<file path="src/rtl/dmem_pkg.sv">
package dmem_pkg;
  typedef enum logic [2:0] {
    CLS_RAM,
    CLS_PTR,
    CLS_EXT,
    CLS_RSV,
    CLS_NULL
  } dmem_cls_e;
endpackage

</file>
<file path="src/rtl/dmem_decode.sv">
module dmem_decode
  import dmem_pkg::*;
#(
  parameter int                W        = 8,
  parameter int                RAM_BASE = 64,
  parameter int                NUM_PTR  = 2,
  parameter int                PSEL_W   = (NUM_PTR > 1) ? $clog2(NUM_PTR) : 1,
  parameter logic [RAM_BASE-1:0] RSV_MAP = '0,
  parameter logic [RAM_BASE-1:0] RO_MAP  = '0
) (
  input  logic [W-1:0]         addr_i,
  input  logic [NUM_PTR*W-1:0] ptr_i,
  output logic [W-1:0]         eff_o,
  output dmem_cls_e            cls_o,
  output logic [PSEL_W-1:0]    psel_o,
  output logic                 ro_o
);
  localparam int          MAP_AW  = $clog2(RAM_BASE);
  localparam logic [W-1:0] RAM_LO  = W'(RAM_BASE);
  localparam logic [W-1:0] PTR_END = W'(2 * NUM_PTR);

  // even address 2i redirects through pointer i (stored at 2i+1)
  always_comb begin
    eff_o = addr_i;
    for (int i = 0; i < NUM_PTR; i++) begin
      if (addr_i == W'(2 * i)) eff_o = ptr_i[i*W +: W];
    end
  end

  assign psel_o = eff_o[1 +: PSEL_W];
  assign ro_o   = RO_MAP[eff_o[MAP_AW-1:0]];

  always_comb begin
    if (eff_o >= RAM_LO)                  cls_o = CLS_RAM;
    else if (eff_o < PTR_END)             cls_o = eff_o[0] ? CLS_PTR : CLS_NULL;
    else if (RSV_MAP[eff_o[MAP_AW-1:0]])  cls_o = CLS_RSV;
    else                                  cls_o = CLS_EXT;
  end
endmodule

</file>
<file path="src/rtl/dmem_ram.sv">
module dmem_ram #(
  parameter int W        = 8,
  parameter int RAM_BASE = 64
) (
  input  logic         clk_i,
  input  logic [W-1:0] eff_i,
  input  logic         we_i,
  input  logic [W-1:0] wdata_i,
  output logic [W-1:0] rdata_o
);
  localparam int          DEPTH  = (1 << W) - RAM_BASE;
  localparam logic [W-1:0] RAM_LO = W'(RAM_BASE);

  logic [W-1:0] mem [DEPTH];
  logic [W-1:0] idx;

  assign idx     = eff_i - RAM_LO;
  assign rdata_o = mem[idx];

  always_ff @(posedge clk_i) begin
    if (we_i) mem[idx] <= wdata_i;
  end
endmodule

</file>
<file path="src/rtl/dmem_ptr.sv">
module dmem_ptr #(
  parameter int W       = 8,
  parameter int NUM_PTR = 2
) (
  input  logic                 clk_i,
  input  logic                 rst_ni,
  input  logic [NUM_PTR-1:0]   we_i,
  input  logic [W-1:0]         wdata_i,
  output logic [NUM_PTR*W-1:0] ptr_o
);
  for (genvar g = 0; g < NUM_PTR; g++) begin : g_ptr
    logic [W-1:0] q;
    always_ff @(posedge clk_i or negedge rst_ni) begin
      if (!rst_ni)     q <= '0;
      else if (we_i[g]) q <= wdata_i;
    end
    assign ptr_o[g*W +: W] = q;
  end
endmodule

</file>
<file path="src/rtl/dmem_core.sv">
module dmem_core
  import dmem_pkg::*;
#(
  parameter int                W        = 8,
  parameter int                RAM_BASE = 64,
  parameter int                NUM_PTR  = 2,
  parameter int                IDX_W    = $clog2(W),
  parameter logic [RAM_BASE-1:0] RSV_MAP = 64'hFFFF_FFC0_0000_9210,
  parameter logic [RAM_BASE-1:0] RO_MAP  = 64'h0000_0003_0000_0000
) (
  input  logic             clk_i,
  input  logic             rst_ni,
  input  logic [W-1:0]     addr_i,
  input  logic             re_i,
  input  logic             we_i,
  input  logic [W-1:0]     wdata_i,
  input  logic             bit_set_i,
  input  logic             bit_clr_i,
  input  logic [IDX_W-1:0] bit_idx_i,
  output logic [W-1:0]     rdata_o,
  output logic [W-1:0]     ext_addr_o,
  output logic             ext_re_o,
  output logic             ext_we_o,
  output logic [W-1:0]     ext_wdata_o,
  input  logic [W-1:0]     ext_rdata_i
);
  localparam int PSEL_W = (NUM_PTR > 1) ? $clog2(NUM_PTR) : 1;

  logic [NUM_PTR*W-1:0] ptr_flat;
  logic [W-1:0]         eff;
  dmem_cls_e            cls;
  logic [PSEL_W-1:0]    psel;
  logic                 ro;
  logic [W-1:0]         ram_rd, cur, mask, nxt;
  logic                 do_clr, do_set, do_bit, do_wr, ram_we;
  logic [NUM_PTR-1:0]   ptr_we;

  dmem_decode #(
    .W(W), .RAM_BASE(RAM_BASE), .NUM_PTR(NUM_PTR), .PSEL_W(PSEL_W),
    .RSV_MAP(RSV_MAP), .RO_MAP(RO_MAP)
  ) u_dec (
    .addr_i (addr_i),
    .ptr_i  (ptr_flat),
    .eff_o  (eff),
    .cls_o  (cls),
    .psel_o (psel),
    .ro_o   (ro)
  );

  // clear beats set, bit ops beat byte writes
  assign do_clr = bit_clr_i;
  assign do_set = bit_set_i & ~bit_clr_i;
  assign do_bit = do_clr | do_set;
  assign do_wr  = do_bit | we_i;

  always_comb begin
    case (cls)
      CLS_RAM: cur = ram_rd;
      CLS_PTR: cur = ptr_flat[psel*W +: W];
      CLS_EXT: cur = ext_rdata_i;
      default: cur = '0;
    endcase
  end

  assign mask = W'(1) << bit_idx_i;
  always_comb begin
    if (do_clr)      nxt = cur & ~mask;
    else if (do_set) nxt = cur | mask;
    else             nxt = wdata_i;
  end

  assign ram_we = do_wr & (cls == CLS_RAM);
  for (genvar g = 0; g < NUM_PTR; g++) begin : g_pwe
    assign ptr_we[g] = do_wr & (cls == CLS_PTR) & (psel == PSEL_W'(g));
  end

  dmem_ram #(.W(W), .RAM_BASE(RAM_BASE)) u_ram (
    .clk_i   (clk_i),
    .eff_i   (eff),
    .we_i    (ram_we),
    .wdata_i (nxt),
    .rdata_o (ram_rd)
  );

  dmem_ptr #(.W(W), .NUM_PTR(NUM_PTR)) u_ptr (
    .clk_i   (clk_i),
    .rst_ni  (rst_ni),
    .we_i    (ptr_we),
    .wdata_i (nxt),
    .ptr_o   (ptr_flat)
  );

  assign rdata_o     = cur;
  assign ext_addr_o  = eff;
  assign ext_wdata_o = nxt;
  assign ext_re_o    = (re_i | do_bit) & (cls == CLS_EXT);
  assign ext_we_o    = do_wr & (cls == CLS_EXT) & ~ro;
endmodule

</file>
<file path="config.mk">
export PLATFORM = sky130hd
export DESIGN_NAME = dmem_core
export DESIGN_NICKNAME = d
export VERILOG_FILES = /design/src/rtl/dmem_pkg.sv /design/src/rtl/dmem_decode.sv /design/src/rtl/dmem_ram.sv /design/src/rtl/dmem_ptr.sv /design/src/rtl/dmem_core.sv
export SDC_FILE = /design/constraint.sdc
export NUM_CORES = 2
export LEC_CHECK = 0
export BUFFER_PORTS_ARGS = -buffer_cell sky130_fd_sc_hd__buf_2
export CAP_MARGIN = 10
export CORE_MARGIN = 2
export CORE_UTILIZATION = 50
export CTS_CLUSTER_DIAMETER = 120
export CTS_CLUSTER_SIZE = 40
export DETAILED_ROUTE_END_ITERATION = 7
export PLACE_DENSITY = 0.63
export SYNTH_ARGS = -nofsm -noshare
export SYNTH_HDL_FRONTEND = slang
export SYNTH_SLANG_ARGS = --single-unit
</file>
<file path="constraint.sdc">
create_clock -name clk_i -period 14.3 [get_ports clk_i]
set_input_delay 1.43 -clock clk_i [delete_from_list [all_inputs] [get_ports clk_i]]
set_output_delay 1.43 -clock clk_i [all_outputs]
set_load 0.03 [all_outputs]
</file>
* Word level (Yosys, flattened, before mapping)
Memories as Yosys holds them, arrays and structs flattened.
Index checks and enable logic that the tools add are counted.
** Operators by class
- Reduce and logical (&&, ||, !) cells :: 2
- $add $sub $neg :: 1
- Multiplexer cells :: 13
- $lt $le $gt $ge :: 3
- Divide/modulo/power cells :: 0
- Bitwise operators :: 17
- Shift-type cells :: 2
- Eq/ne operators :: 3
- $mul :: 0
** Operator list (number)
- 8-bit 2-to-1 mux :: 4
- 8-bit one-hot mux with 3 select lines :: 1
- 16-bit by 5-bit indexed part select with 8-bit output :: 1
- 3-bit 2-to-1 mux :: 3
- 1-bit AND :: 8
- 8-bit AND :: 1
- 8-bit by 2-bit == test with 1-bit output, second input constant :: 1
- 8-bit by 7-bit greater-or-equal comparator with 1-bit output, second input constant :: 1
- 8-bit zero test :: 1
- 8-bit by 3-bit less-than comparator with 1-bit output, second input constant :: 1
- 8-bit inverter :: 1
- 8-bit bitwise OR :: 1
- 1-bit by 3-bit << shifter with 8-bit output, first input constant :: 1
- 8-bit by 7-bit subtractor with 8-bit output, second input constant :: 1
- 6-bit by 7-bit less-than comparator with 1-bit output, second input constant :: 1
- 1-bit 2-to-1 mux :: 5
- 3-bit by 1-bit == test with 1-bit output, second input constant :: 1
- 3-bit by 2-bit == test with 1-bit output, second input constant :: 1
- 3-bit zero test :: 1
- 1-bit inverter :: 3
- 1-bit bitwise OR :: 3
** Storage, ports and cells
- Latch bits :: 0
- Bits in registers :: 16
- Memories kept :: 3
- ROM bits :: 128
- Bits in writable memories :: 1536
** Memories
- u_ram.mem :: depth 192, width 8, rd ports 1, clocked after memory_dff 0, write ports 1, RTL line dmem_ram.sv:14 : logic [W-1:0] mem [DEPTH];
- (no name shown) :: depth 64, width 1, rd ports 1, clocked after memory_dff 0, write ports 0, RTL line dmem_decode.sv:36 : else if (RSV_MAP[eff_o[MAP_AW-1:0]]) cls_o = CLS_RSV;
- (no name shown) :: depth 64, width 1, rd ports 1, clocked after memory_dff 0, write ports 0, RTL line dmem_decode.sv:31 : assign ro_o = RO_MAP[eff_o[MAP_AW-1:0]];

* Logic depth before layout (Yosys ltp)
- Depth in word-level cells :: 13
- Gate-level depth with buffers :: 23
- Gate-level depth less buffers :: 13

* Modules after synthesis
A second synthesis with hierarchy kept.
** Unflattened totals
- Cells, all modules :: 2869
- Area, all modules :: 61127.4 um2
** Modules (own cells, without submodules)
- dmem_ram :: cells each 2707, sequential area each 46124.2 um2, instances 1, area an instance 59508.3 um2
- dmem_ptr :: cells each 34, sequential area each 400.4 um2, instances 1, area an instance 663.1 um2
- dmem_core :: cells each 73, sequential area each 0.0 um2, instances 1, area an instance 571.8 um2
- dmem_decode :: cells each 55, sequential area each 0.0 um2, instances 1, area an instance 384.1 um2

* Worst setup path before layout
No wires, ideal clock.
- Path kind :: input to register
- Start point :: in addr_i[7]
- End point :: mem u_ram.mem[0][4], data pin
- Path slack :: 1.547 ns
- Arrival time :: 11.297 ns
- Library setup time :: 1.455 ns
- Path buffers :: 10
- Stages on the path :: 22
- Data required time :: 12.845 ns
- Cell sequence :: buf_2 or4_1 buf_2 o31a_1 buf_6 nor2_8 inv_4 buf_6 buf_4 buf_6 buf_2 buf_4 buf_2 ha_1 o21ai_0 o211ai_1 and3_1 buf_2 a2bb2oi_1 a32oi_1 o21ai_1 a31oi_1
** On the way
- Word-level cells in the longest chain between the ends :: 13
- Elaborated cells on any way between the ends :: 23
- Those cells by class :: add/sub: 1; order compare: 2; eq/ne: 3; shift: 1; mux: 10; bitwise: 2; reduce/logical: 2; memory: 2
** RTL lines
- start, declared :: RTL line dmem_core.sv:13 : input logic [W-1:0] addr_i,
- 8-bit zero test :: RTL line dmem_decode.sv:26 : if (addr_i == W'(2 * i)) eff_o = ptr_i[i*W +: W];
- 8-bit 2-to-1 mux :: RTL line dmem_decode.sv:26
- 8-bit 2-to-1 mux (*) :: RTL line dmem_decode.sv:26
- parallel branches: the longest is 6 deep, another holds 8-bit by 7-bit subtractor with 8-bit output
- 8-bit one-hot mux with 3 select lines (*) :: RTL line dmem_core.sv:57 : case (cls)
- 8-bit bitwise OR :: RTL line dmem_core.sv:68 : else if (do_set) nxt = cur | mask;
- 8-bit 2-to-1 mux :: RTL line dmem_core.sv:68
- 8-bit 2-to-1 mux (*) :: RTL line dmem_core.sv:67 : if (do_clr) nxt = cur & ~mask;
- via ext_wdata_o[4] :: RTL line dmem_core.sv:24 : output logic [W-1:0] ext_wdata_o,
- end, declared :: RTL line dmem_ram.sv:14
Mark *: on every way through the listed nets, which the timed path passes. The select of a mux whose other input is x is not followed.

* Worst setup path in the final report
- Start point :: in addr_i[0]
- End point :: out ext_wdata_o[6]
** On the way
- Word-level cells in the longest chain between the ends :: 13
- Elaborated cells on any way between the ends :: 23
- Those cells by class :: add/sub: 1; order compare: 2; eq/ne: 3; shift: 1; mux: 10; bitwise: 2; reduce/logical: 2; memory: 2
** RTL lines (RTL line)
- 8-bit zero test :: dmem_decode.sv:26
- 8-bit 2-to-1 mux :: dmem_decode.sv:26
- 8-bit 2-to-1 mux (*) :: dmem_decode.sv:26
- parallel branches: the longest is 6 deep, another holds 8-bit by 7-bit subtractor with 8-bit output
- 8-bit one-hot mux with 3 select lines (*) :: dmem_core.sv:57
- 8-bit bitwise OR :: dmem_core.sv:68
- 8-bit 2-to-1 mux :: dmem_core.sv:68
- 8-bit 2-to-1 mux (*) :: dmem_core.sv:67
- end, declared :: dmem_core.sv:24
Mark *: on every way between the ends. The select of a mux whose other input is x is not followed.

==> reports/qor.txt <==
DP HPWL - 120,000 um
setup TNS - 0 ns
Critical Path AT - 8.70 ns
post-route antenna net violation count - 0
CP max FO - 101
DRC errors left - 0
Std-Cell Rows - 130
total CTS buffers - 45
clock transition at the registers of the reported paths - 0.16 ns
clock skew - 0.0643 ns
crit path kind - primary input to primary output
Placeable Area - 126,000 um2
cell area after synthesis - 63,600 um2
Boundary Pins - 59
Initial Utilization - 50.5%
RSZ-0062 raised after global routing - no
top-count cell post-synth - edfxtp_1
Final Hold Fails - 0
Overall Global Routing Usage - 29.8%
Tot Pwr - 7.98 mW
syn_nets - 4,852
hold buffer count at cts - 0
CTS tree - yes
status - finished, final reports clean
internal reg-to-reg setup slack - 6.47 ns
clk_lat worst skew - 0.75 ns
Ys Warns - 0
DP Area - 65,400 um2
CTS Sinks - 1,552
Layout Utilization - 53.0%
ys async rst share - 1.03%
Commonest cells post-synth - 1,536 x edfxtp_1, 1,150 x nand2_1, 529 x nand3_1, 266 x nor2_1, 176 x mux2i_1
CTS root buf - clkbuf_16
leakage power - 21.9 nW
Fin Hold WS - 0.562 ns
Worst Setup End Kind - primary output
Post-synth EDFFs - 1,536
initial antenna violation count - 3
sequential-to-total area share from yosys stat - 73.2%
Synth Instances - 4,813
simple-gate area share of the yosys netlist - 14.7%
fillers - 10,522
GRT overflow - 0
maximum clock frequency - 98.7 MHz
first-pass GRT wire length - 280,000 um
Mean Syn Cell Area - 13.2 um2
Longest Clk Path Bufs - 3
Worst EP required - 12.87 ns
DR WL/cell - 31.1 um
final instance area - 66,700 um2
share of cells above drive strength 1 - 6.00%
vias - 41,139
final WL - 198,000 um
Resize count post-CTS - 0
gpl congestion - 0.945
number of detailed-route iterations in the first pass - 6
die width - 361 um
fin. max-slew vios - 0
Min Clock Period, post-route - 10.13 ns
setup ws final - 4.17 ns
Synth Flop Type - edfxtp_1
Non-Filler Instances - 6,355
synth top area cells - edfxtp_1 73%, nand2_1 6.8%, nand3_1 4.2%, mux2i_1 2.8%, nor2_1 1.6%
xor and xnor area share after synthesis - 0%
vias in the first global route - 37,667
post-CTS setup buffer count - 0
I/O Buffers - 58
Vias per Instance - 6.47
Synth Register Bits - 1,552
die height - 361 um
worst min path class - flop to flop
Layout area overhead - 4.92%
final worst-path cycle share - 70.9%
synthesized-area fraction occupied by adder cells - 0.118%
First DRT Iteration DRCs - 6,696
Max VDD drop - 109 uV
Die ar. - 130,000 um2
post-synthesis mux area share - 3.87%
largest family of logic cells by synthesized area - simple AND/OR/NAND/NOR gates
Nets - 4,730
largest net degree at the start of global routing - 151
Rel. slew slack - 10.2%
H-tree levels - 2
final setup violating endpoints - 0
Slew @ Worst Pin - 1.34 ns
post-synthesis compound-gate area fraction - 5.72%
startpoint types - primary input
placed cell count - 6,294
Yosys top cell by area - edfxtp_1
Synth top area share - 72.5%
Yosys cell types - 81
max cap viols - 0
power per cell area - 120 nW/um2
Setup WS pre-CTS - 4.68 ns
==> metal layers <==
metal	track usage (%)	share of wire (%)	vias to the layer above
met5	0	0	-
met4	11.6	4.6	0
met3	6.35	11	366
met2	44.9	45	2470
met1	42.7	40	20756
li1	-	-	17547
==> power breakdown <==
part / switching, mW / internal [mW]
Clock: 1.31 / 0.615
Combinational: 0.698 / 0.159
Sequential: 0.00366 / 5.19
==> cells by family after synthesis <==
kind of cell	Yosys count
AOI/OAI and AO/OA	530
and+or+nand+nor	2159
DFF	1552
adders and majority gates	6
muxes	216
buffers and inverters	350
==> worst max-delay path, stage by stage <==
cell	delay (ns)
buf_2	0.17
or4_1	0.88
o41ai_4	0.88
nand2_4	0.36
buf_12	0.34
inv_4	0.64
buf_4	0.72
nand3_1	0.20
a21oi_1	0.59
nor3_1	0.21
a22oi_1	0.62
a31o_2	0.28
mux2_8	0.62
buf_2	0.32
==> cell type report <==
cell class                      count  area (um2)  area share, %
Clock inverter                      4        60.1         0.0900
Antenna cell                        2        5.00        0.00750
Clock buffer                       55        1210           1.81
Multi-Input combinational cell   2911       15700           23.5
Inverter                           32         154          0.231
Sequential cell                  1552       46500           69.7
Tap cell                         1650        2060           3.09
Timing Repair Buffer              149        1020           1.53
==> worst paths after layout <==
path | start | endpoint | cells after the start
worst max-delay path | addr_i[0] | ext_wdata_o[6] | 14
max in group asynchronous | rst_ni | u_ptr.g_ptr[1].q[1]$_DFFE_PN0P_ | 1
worst max register to register | u_ptr.g_ptr[1].q[0]$_DFFE_PN0P_ | u_ram.mem[88][1]$_DFFE_PP_ | 14
min in group asynchronous | rst_ni | u_ptr.g_ptr[1].q[0]$_DFFE_PN0P_ | 1
worst min-delay path | u_ptr.g_ptr[0].q[0]$_DFFE_PN0P_ | u_ptr.g_ptr[0].q[0]$_DFFE_PN0P_ | 1
worst min register to register | u_ptr.g_ptr[0].q[0]$_DFFE_PN0P_ | u_ptr.g_ptr[0].q[0]$_DFFE_PN0P_ | 1
==> flip-flops by register name (all words and copies together), names as in the netlist <==
register,count
u_ram.mem,1536
u_ptr.g_ptr.q,16
==> placed cells by master (no fill, tap or decap), types with 6 or more instances in the layout <==
cell type | netlist | final
o41ai_1 | 8 | 7
a2111oi_0 | 11 | 11
a31oi_1 | 64 | 61
mux4_2 | 22 | 22
buf_4 | 13 | 86
clkbuf_16 | 0 | 47
nor2_1 | 266 | 263
inv_1 | 26 | 24
a311oi_1 | 35 | 35
or3_1 | 13 | 13
a221oi_1 | 16 | 16
nand2_1 | 1150 | 1150
buf_2 | 125 | 59
and3_1 | 63 | 63
clkbuf_1 | 128 | 8
dfrtp_1 | 16 | 16
nor3_1 | 38 | 37
a211oi_1 | 48 | 47
a22oi_1 | 8 | 8
o21ai_0 | 51 | 50
nand4_1 | 46 | 46
a21oi_1 | 145 | 143
and2_1 | 9 | 9
mux2i_1 | 176 | 176
a211o_1 | 6 | 6
ha_1 | 6 | 6
o22ai_1 | 18 | 18
o2111ai_1 | 6 | 6
o31ai_1 | 9 | 8
nor4_1 | 17 | 16
o211ai_1 | 20 | 20
mux2_2 | 18 | 17
nand3_1 | 529 | 529
edfxtp_1 | 1536 | 1536
a311o_1 | 10 | 10
a32oi_1 | 15 | 15
No activity file was read; power rests on OpenSTA's default activity.
